<file path="src/rtl/mesi_pkg.sv">
package mesi_pkg;

    typedef enum logic [1:0] {
        ST_I = 2'b00,
        ST_S = 2'b01,
        ST_E = 2'b10,
        ST_M = 2'b11
    } line_state_t;

    typedef struct packed {
        line_state_t next;
        logic        wb;
        logic        shr;
    } snoop_res_t;

    typedef struct packed {
        line_state_t next;
        logic        rd_req;
        logic        inv_req;
        logic        hit;
    } local_res_t;

    // Effect of a foreign bus event on a line in state st.
    function automatic snoop_res_t snoop_step(line_state_t st, logic own);
        snoop_res_t r;
        r.next = st;
        r.wb   = 1'b0;
        r.shr  = 1'b0;
        if (own) begin
            r.next = ST_I;
            r.wb   = (st == ST_M);
        end else if (st != ST_I) begin
            r.next = ST_S;
            r.shr  = 1'b1;
            r.wb   = (st == ST_M);
        end
        return r;
    endfunction

    // Effect of a local access on a line in state st.
    function automatic local_res_t local_step(line_state_t st, logic wr, logic shared_seen);
        local_res_t r;
        r.next    = st;
        r.rd_req  = 1'b0;
        r.inv_req = 1'b0;
        r.hit     = 1'b0;
        if (wr) begin
            r.next = ST_M;
            if (st == ST_E || st == ST_M) r.hit     = 1'b1;
            else                          r.inv_req = 1'b1;
        end else if (st == ST_I) begin
            r.rd_req = 1'b1;
            r.next   = shared_seen ? ST_S : ST_E;
        end else begin
            r.hit = 1'b1;
        end
        return r;
    endfunction

endpackage

</file>
<file path="src/rtl/mesi_line_store.sv">
module mesi_line_store
    import mesi_pkg::*;
#(
    parameter int LINES = 8,
    localparam int IDX_W = (LINES > 1) ? $clog2(LINES) : 1
) (
    input  logic                     clk,
    input  logic                     rst,
    input  logic                     loc_we,
    input  logic [IDX_W-1:0]         loc_idx,
    input  line_state_t              loc_next,
    input  logic                     snp_we,
    input  logic [IDX_W-1:0]         snp_idx,
    input  line_state_t              snp_next,
    output line_state_t [LINES-1:0]  lines_q
);

    for (genvar g = 0; g < LINES; g++) begin : g_line
        always_ff @(posedge clk) begin
            if (rst)
                lines_q[g] <= ST_I;
            else if (loc_we && loc_idx == IDX_W'(g))
                lines_q[g] <= loc_next;
            else if (snp_we && snp_idx == IDX_W'(g))
                lines_q[g] <= snp_next;
        end
    end

    AST_RESET_CLEARS: assert property (@(posedge clk) rst |=> ($countones(lines_q) == 0));

endmodule

</file>
<file path="src/rtl/mesi_snoop_unit.sv">
module mesi_snoop_unit
    import mesi_pkg::*;
(
    input  logic        valid,
    input  logic        own,
    input  line_state_t cur,
    output snoop_res_t  res
);

    always_comb begin
        if (valid) begin
            res = snoop_step(cur, own);
        end else begin
            res.next = cur;
            res.wb   = 1'b0;
            res.shr  = 1'b0;
        end
    end

endmodule

</file>
<file path="src/rtl/mesi_local_unit.sv">
module mesi_local_unit
    import mesi_pkg::*;
(
    input  logic        valid,
    input  logic        wr,
    input  logic        shared_seen,
    input  line_state_t cur,
    output local_res_t  res
);

    always_comb begin
        if (valid) begin
            res = local_step(cur, wr, shared_seen);
        end else begin
            res.next    = cur;
            res.rd_req  = 1'b0;
            res.inv_req = 1'b0;
            res.hit     = 1'b0;
        end
    end

endmodule

</file>
<file path="src/rtl/mesi_line_ctrl.sv">
module mesi_line_ctrl
    import mesi_pkg::*;
#(
    parameter int LINES = 8,
    localparam int IDX_W = (LINES > 1) ? $clog2(LINES) : 1
) (
    input  logic             clk,
    input  logic             rst,
    input  logic             cpu_valid,
    input  logic             cpu_write,
    input  logic [IDX_W-1:0] cpu_idx,
    input  logic             shared_in,
    input  logic             snp_valid,
    input  logic             snp_own,
    input  logic [IDX_W-1:0] snp_idx,
    output logic             bus_rd_req,
    output logic             bus_inv_req,
    output logic             cpu_hit,
    output logic             shared_out,
    output logic             wb_req,
    output logic [1:0]       cpu_state
);

    line_state_t [LINES-1:0] lines_q;
    line_state_t             cur_cpu;
    line_state_t             cur_snp;
    line_state_t             loc_base;
    snoop_res_t              snp_res;
    local_res_t              loc_res;
    logic                    same_line;

    assign cur_cpu   = lines_q[cpu_idx];
    assign cur_snp   = lines_q[snp_idx];
    assign same_line = snp_valid && (snp_idx == cpu_idx);
    // Bus event on the same line is resolved before the local access.
    assign loc_base  = same_line ? snp_res.next : cur_cpu;

    mesi_snoop_unit u_snoop (
        .valid (snp_valid),
        .own   (snp_own),
        .cur   (cur_snp),
        .res   (snp_res)
    );

    mesi_local_unit u_local (
        .valid       (cpu_valid),
        .wr          (cpu_write),
        .shared_seen (shared_in),
        .cur         (loc_base),
        .res         (loc_res)
    );

    mesi_line_store #(.LINES(LINES)) u_store (
        .clk      (clk),
        .rst      (rst),
        .loc_we   (cpu_valid),
        .loc_idx  (cpu_idx),
        .loc_next (loc_res.next),
        .snp_we   (snp_valid),
        .snp_idx  (snp_idx),
        .snp_next (snp_res.next),
        .lines_q  (lines_q)
    );

    assign bus_rd_req  = loc_res.rd_req;
    assign bus_inv_req = loc_res.inv_req;
    assign cpu_hit     = loc_res.hit;
    assign shared_out  = snp_res.shr;
    assign wb_req      = snp_res.wb;
    assign cpu_state   = cur_cpu;

    AST_ONE_BUS_REQ: assert property (@(posedge clk) disable iff (rst)
        !(bus_rd_req && bus_inv_req) && !(cpu_hit && (bus_rd_req || bus_inv_req)));
    AST_READ_FILL: assert property (@(posedge clk) disable iff (rst)
        bus_rd_req |=> lines_q[$past(cpu_idx)] == ($past(shared_in) ? ST_S : ST_E));
    AST_WRITE_LANDS_M: assert property (@(posedge clk) disable iff (rst)
        (cpu_valid && cpu_write) |=> lines_q[$past(cpu_idx)] == ST_M);
    AST_WB_DIRTY: assert property (@(posedge clk) disable iff (rst)
        wb_req |-> lines_q[snp_idx] == ST_M);
    AST_OWN_CLEARS: assert property (@(posedge clk) disable iff (rst)
        (snp_valid && snp_own && !(cpu_valid && cpu_idx == snp_idx))
        |=> lines_q[$past(snp_idx)] == ST_I);

endmodule

</file>
<file path="config.mk">
export PLATFORM = sky130hd
export DESIGN_NAME = mesi_line_ctrl
export DESIGN_NICKNAME = d
export VERILOG_FILES = /design/src/rtl/mesi_pkg.sv /design/src/rtl/mesi_line_store.sv /design/src/rtl/mesi_snoop_unit.sv /design/src/rtl/mesi_local_unit.sv /design/src/rtl/mesi_line_ctrl.sv
export SDC_FILE = /design/constraint.sdc
export NUM_CORES = 1
export LEC_CHECK = 0
export ABC_AREA = 0
export CAP_MARGIN = 20
export CORE_MARGIN = 8
export CORE_UTILIZATION = 30
export DETAILED_ROUTE_END_ITERATION = 6
export PLACE_DENSITY = 0.55
export SYNTH_ARGS = -nofsm -noshare
export SYNTH_HDL_FRONTEND = slang
export SYNTH_SLANG_ARGS = --single-unit
</file>
<file path="constraint.sdc">
create_clock -name clk -period 4.95 [get_ports clk]
set_input_delay 0.99 -clock clk [delete_from_list [all_inputs] [get_ports clk]]
set_output_delay 0.99 -clock clk [all_outputs]
set_load 0.01 [all_outputs]
</file>
## Yosys cells after proc, flatten, opt, wreduce, memory -nomap -nowiden

Index checks and enable logic that the tools add are counted.

| word-level totals | value |
|---|---|
| register bits | 16 |
| input port bits | 13 |
| output and inout port bits | 7 |
| logic and storage cells | 93 |

| operators by class | value |
|---|---|
| order comparisons | 2 |
| equal/unequal tests | 18 |
| multiplexer cells | 35 |
| reduce and logical (&&, ||, !) cells | 30 |

Operator list:

| kind | number |
|---|---|
| $mux 2 | 21 |
| $eq 3x3->1 const B | 8 |
| $reduce_bool 2->1 | 9 |
| $logic_and 1x1->1 | 17 |
| $bmux 2 s3 | 2 |
| $eq 3x2->1 const B | 4 |
| $lt 3x4->1 const B | 2 |
| $mux 4 | 2 |
| $mux 1 | 7 |
| $eq 2x2->1 const B | 3 |
| $eq 3x1->1 const B | 2 |
| $logic_not 3->1 | 2 |
| $mux 3 | 2 |
| $mux 5 | 1 |
| $eq 3x3->1 | 1 |
| $logic_not 2->1 | 1 |
| $logic_or 1x1->1 | 1 |

## Depth between registers and ports, before layout

| depth | value |
|---|---|
| depth after elaboration | 13 |
| mapped depth | 8 |
| mapped depth without buffers | 6 |

## Hierarchy

A second synthesis with hierarchy kept.

| second synthesis, totals | value |
|---|---|
| cell total of the unflattened synthesis | 120 |
| area, all modules | 1276.2 µm² |

Modules (own cells, without submodules):

| module | instances | cells each | area an instance (µm²) | sequential area each (µm²) |
|---|---|---|---|---|
| mesi_line_store | 1 | 86 | 857.1 | 320.3 |
| mesi_line_ctrl | 1 | 20 | 310.3 | 0.0 |
| mesi_local_unit | 1 | 8 | 68.8 | 0.0 |
| mesi_snoop_unit | 1 | 6 | 40.0 | 0.0 |

## Worst setup path after synthesis

No wires, ideal clock.

| timing path | value |
|---|---|
| path kind | input-to-output |
| from | in cpu_idx[1] |
| to | out cpu_hit |
| data arrival time | 2.510 ns |
| required time | 3.960 ns |
| slack | 1.450 ns |
| cell stages on the path | 7 |
| path buffers | 1 |
| cells stage by stage | buf_2 nor2_1 a32o_1 a211oi_1 mux2_4 nand2_1 a21boi_0 |

| on the way | value |
|---|---|
| longest elaborated chain between the ends | 8 |
| elaborated cells between the ends (all ways) | 13 |
| those cells by class | eq/ne: 3; mux: 7; reduce/logical: 3 |

Ends and longest elaborated chain:

| item | RTL line | source |
|---|---|---|
| start: declaration | mesi_line_ctrl.sv:11 | `input logic [IDX_W-1:0] cpu_idx,` |
| $bmux 2 s3 (*) | mesi_line_ctrl.sv:32 | `assign cur_cpu = lines_q[cpu_idx];` |
| $mux 2 (not written as such) (*) | mesi_line_ctrl.sv:32 |  |
| named net cpu_state[0] | mesi_line_ctrl.sv:21 | `output logic [1:0] cpu_state` |
| $mux 2 (*) | mesi_line_ctrl.sv:36 | `assign loc_base = same_line ? snp_res.next : cur_cpu;` |
| $eq 2x2->1 | mesi_pkg.sv:49 | `if (st == ST_E \|\| st == ST_M) r.hit = 1'b1;` |
| $logic_or 1x1->1 | mesi_pkg.sv:49 |  |
| $mux 1 | mesi_pkg.sv:49 |  |
| $mux 1 (*) | mesi_pkg.sv:47 | `if (wr) begin` |
| $mux 5 (*) | mesi_local_unit.sv:12 | `if (valid) begin` |
| end: declaration | mesi_line_ctrl.sv:18 | `output logic cpu_hit,` |

Mark *: on every way through the listed nets, which the timed path passes. The rest lies on a longest branch. The select of a mux whose other input is x is not followed.

## Worst setup path after layout

| timing path | value |
|---|---|
| from | in snp_idx[1] |
| to | out cpu_hit |

| on the way | value |
|---|---|
| longest elaborated chain between the ends | 12 |
| elaborated cells between the ends (all ways) | 17 |
| those cells by class | eq/ne: 3; mux: 10; reduce/logical: 4 |

Ends and longest elaborated chain:

| item | RTL line | source |
|---|---|---|
| start: declaration | mesi_line_ctrl.sv:15 | `input logic [IDX_W-1:0] snp_idx,` |
| $bmux 2 s3 | mesi_line_ctrl.sv:33 | `assign cur_snp = lines_q[snp_idx];` |
| $mux 2 (not written as such) | mesi_line_ctrl.sv:33 |  |
| $reduce_bool 2->1 | mesi_pkg.sv:32 | `end else if (st != ST_I) begin` |
| $mux 4 | mesi_pkg.sv:32 |  |
| $mux 3 | mesi_pkg.sv:29 | `if (own) begin` |
| $mux 4 | mesi_snoop_unit.sv:11 | `if (valid) begin` |
| $mux 2 (*) | mesi_line_ctrl.sv:36 |  |
| $eq 2x2->1 | mesi_pkg.sv:49 |  |
| $logic_or 1x1->1 | mesi_pkg.sv:49 |  |
| $mux 1 | mesi_pkg.sv:49 |  |
| $mux 1 (*) | mesi_pkg.sv:47 |  |
| $mux 5 (*) | mesi_local_unit.sv:12 |  |

Mark *: on every way between the ends. The rest lies on a longest branch, timed or not. The select of a mux whose other input is x is not followed.

==> impl_metrics.tcl <==
set metrics [dict create \
    status "completed" \
    initial_utilization 0.3103 \
    top_register "u_store.lines_q" \
    io_pins 20 \
    dpl.cell_count 216 \
    fp-row-count 23 \
    placed_area_sq_mm 0.001493 \
    critPathSlowestCell "clkdlybuf4s50_1" \
    drc_errors 0 \
    finalCritPeriodShare 0.9418 \
    setup_viol 0 \
    synth_nets 163 \
    via_count 1230 \
    yosysUniqueCellTypes 36 \
    power_density_mw_per_mm2 223.5 \
    synth_top_area_share 0.2581 \
    cts_buffer_depth 2 \
    synth_ff_type "dfxtp_1" \
    period_needed_ns 4.662 \
    place_hpwl_um 3047 \
    maxCapViolations 0 \
    cts_root_buf "clkbuf_8" \
    hold_class "reg2reg" \
    core_sq_mm 0.004000 \
    drtPass1Iterations 4 \
    rr_worst_depth 6 \
    cts_tree "built" \
    clk_pin_slew_worst_paths_ns 0.07 \
    min_delay_path_depth 2 \
    skew_ns 0.008854 \
    via_per_inst 5.591 \
    drive_gt1_frac 0.1412 \
    grt_antenna_before_repair 0 \
    setup_tns_ns 0 \
    h-tree-depth 1 \
    die_w_um 80.32 \
    grt-ovfl-total 0 \
    max_freq_ghz 0.2145 \
    synth_top_cells_by_count "16 x dfxtp_1, 14 x nand3_1, 13 x nand2_1" \
    path_common_cell "clkdlybuf4s50_1" \
    arrival_ns 3.67 \
    rsz0062_at_grt "no" \
    clock_latency_ns 0.26 \
    synth-edff-count 0 \
    grt_pass1_wl_um 6078 \
    num_antenna_cells 0 \
    cp_data_required_time_ns 3.96 \
    avgSynthCellArea_sq_um 8.275 \
    io_buffers 19 \
    cts_buffers 3 \
    routed_wl_um 3821 \
    synthTopCellsByArea "dfxtp_1 26%, mux2i_1 7.3%, mux2_2 7.3%" \
    gp_congestion 0.8576 \
    ctsResizeCount 0 \
    critPathMaxFanout 10 \
    grt_max_degree 14 \
    ir_drop_mv 0.1323 \
    grt_pass1_vias 1227 \
    worstSetupEndpointType "primary output" \
    layout.nets 184 \
    routedWlPerCell_um 17.37 \
    yosys_register_bits 16 \
    postCtsSetupBuffers 0 \
    whs_ns 0.4935 \
    crit_chain "clkdlybuf4s50_1, buf_4, mux2i_1, a2bb2o_1, o32ai_1, mux2_4, nand2_1, a21boi_0, clkdlybuf4s50_1" \
    worstMarginPinSlew_ns 0.5110 \
    syn2layout_area_growth_pct 24.70 \
    slowest_delay_ns 0.59 \
    max_slew_margin 0.6586 \
    cts.sinks 16 \
    utilization 0.3869 \
    grt.total_usage 0.1228 \
    synth.most_common_cell "dfxtp_1" \
    fin_area_sq_mm 0.001548 \
    drt.antenna.violating_nets 0 \
    power.leakage_nw 0.5625 \
    die_area_sq_mm 0.006451 \
    largest_reg_flops 16 \
    cts_hold_buf 0 \
    hold_viol 0 \
    syn_area_sq_mm 0.001241 \
    seq_area_frac_synth 0.2581 \
    drt_iter0_markers 74 \
    synth_top_area_cell "dfxtp_1" \
    finalMaxSlewViolations 0 \
    cp-start-kind "input pin" \
    largestRegisters "u_store.lines_q x16" \
    layout.cells.non_filler 220 \
    syn_inst 150 \
    yosysWarningCount 0 \
    die_h_um 80.32 \
    crit_type "in2out" \
    async_flop_share 0 \
]
per-layer routing:
layer,share of wire,track usage
met1,0.45,0.1455
met4,0.018,0.04182
met5,0,0
met3,0.063,0.04018
met2,0.47,0.2021
layout by cell type (no fill, tap or decap), types with 2 or more instances in the layout:
cell type | synthesis | routed
clkbuf_8 | 0 | 4
a221oi_1 | 7 | 7
nor2_1 | 9 | 9
nand2b_1 | 4 | 4
nand2_1 | 13 | 13
xnor2_1 | 3 | 3
nand4_1 | 9 | 9
o21ai_0 | 4 | 4
dfxtp_1 | 16 | 16
and2_1 | 2 | 2
a21oi_1 | 8 | 8
mux2i_1 | 9 | 9
mux4_1 | 2 | 2
inv_1 | 5 | 5
a211oi_1 | 2 | 2
buf_4 | 1 | 7
nor2b_1 | 6 | 6
nand3_1 | 14 | 14
nor3_1 | 4 | 4
mux2_2 | 8 | 8
clkdlybuf4s50_1 | 0 | 19
o22ai_1 | 2 | 2
cells by family after synthesis:
kind of cell | synth area share
buf+inv | 0.06149
mux | 0.2177
compound gates | 0.1794
flops | 0.2581
xor+xnor | 0.02117
simple gates | 0.2621
critical path, delay by kind of cell:
kind | cells | cell delay [ns]
simple gates | 1 | 0.05
buf+inv | 3 | 1.39
mux | 2 | 0.36
compound gates | 3 | 0.88
through the flow:
stage                     setup slack [ns]  power (mW)
after detailed placement            0.3116      0.2262
after global placement              0.3344      0.2253
after global routing                0.1510      0.3627
after CTS                           0.3029      0.3467
final                               0.2882      0.3459
after floorplan                      1.450      0.1917
cell type report:
cell class,instances,area [sq um]
well taps,50,62.56
clock buffers,4,55.05
flip-flops and latches,16,320.3
inverters,6,22.52
fillers,420,2452
multi-input cells,118,844.6
repair buffers,26,242.7
report_power, final:
| group | leakage [nW] | switching (mW) | internal [mW] |
|---|---|---|---|
| combinational | 0.404 | 0.0457 | 0.0410 |
| clock | 0.0288 | 0.0511 | 0.0707 |
| sequential | 0.130 | 0.00407 | 0.133 |
path summary, 6_finish.rpt:
check | startpoint | end | slack [ns]
max | snp_idx[1] | cpu_hit | 0.29
min | u_store.lines_q[3] | u_store.lines_q[3] | 0.49
max reg2reg | u_store.lines_q[6] | u_store.lines_q[0] | 2.61
min reg2reg | u_store.lines_q[3] | u_store.lines_q[3] | 0.49
Power figures use the tool's default switching activity.
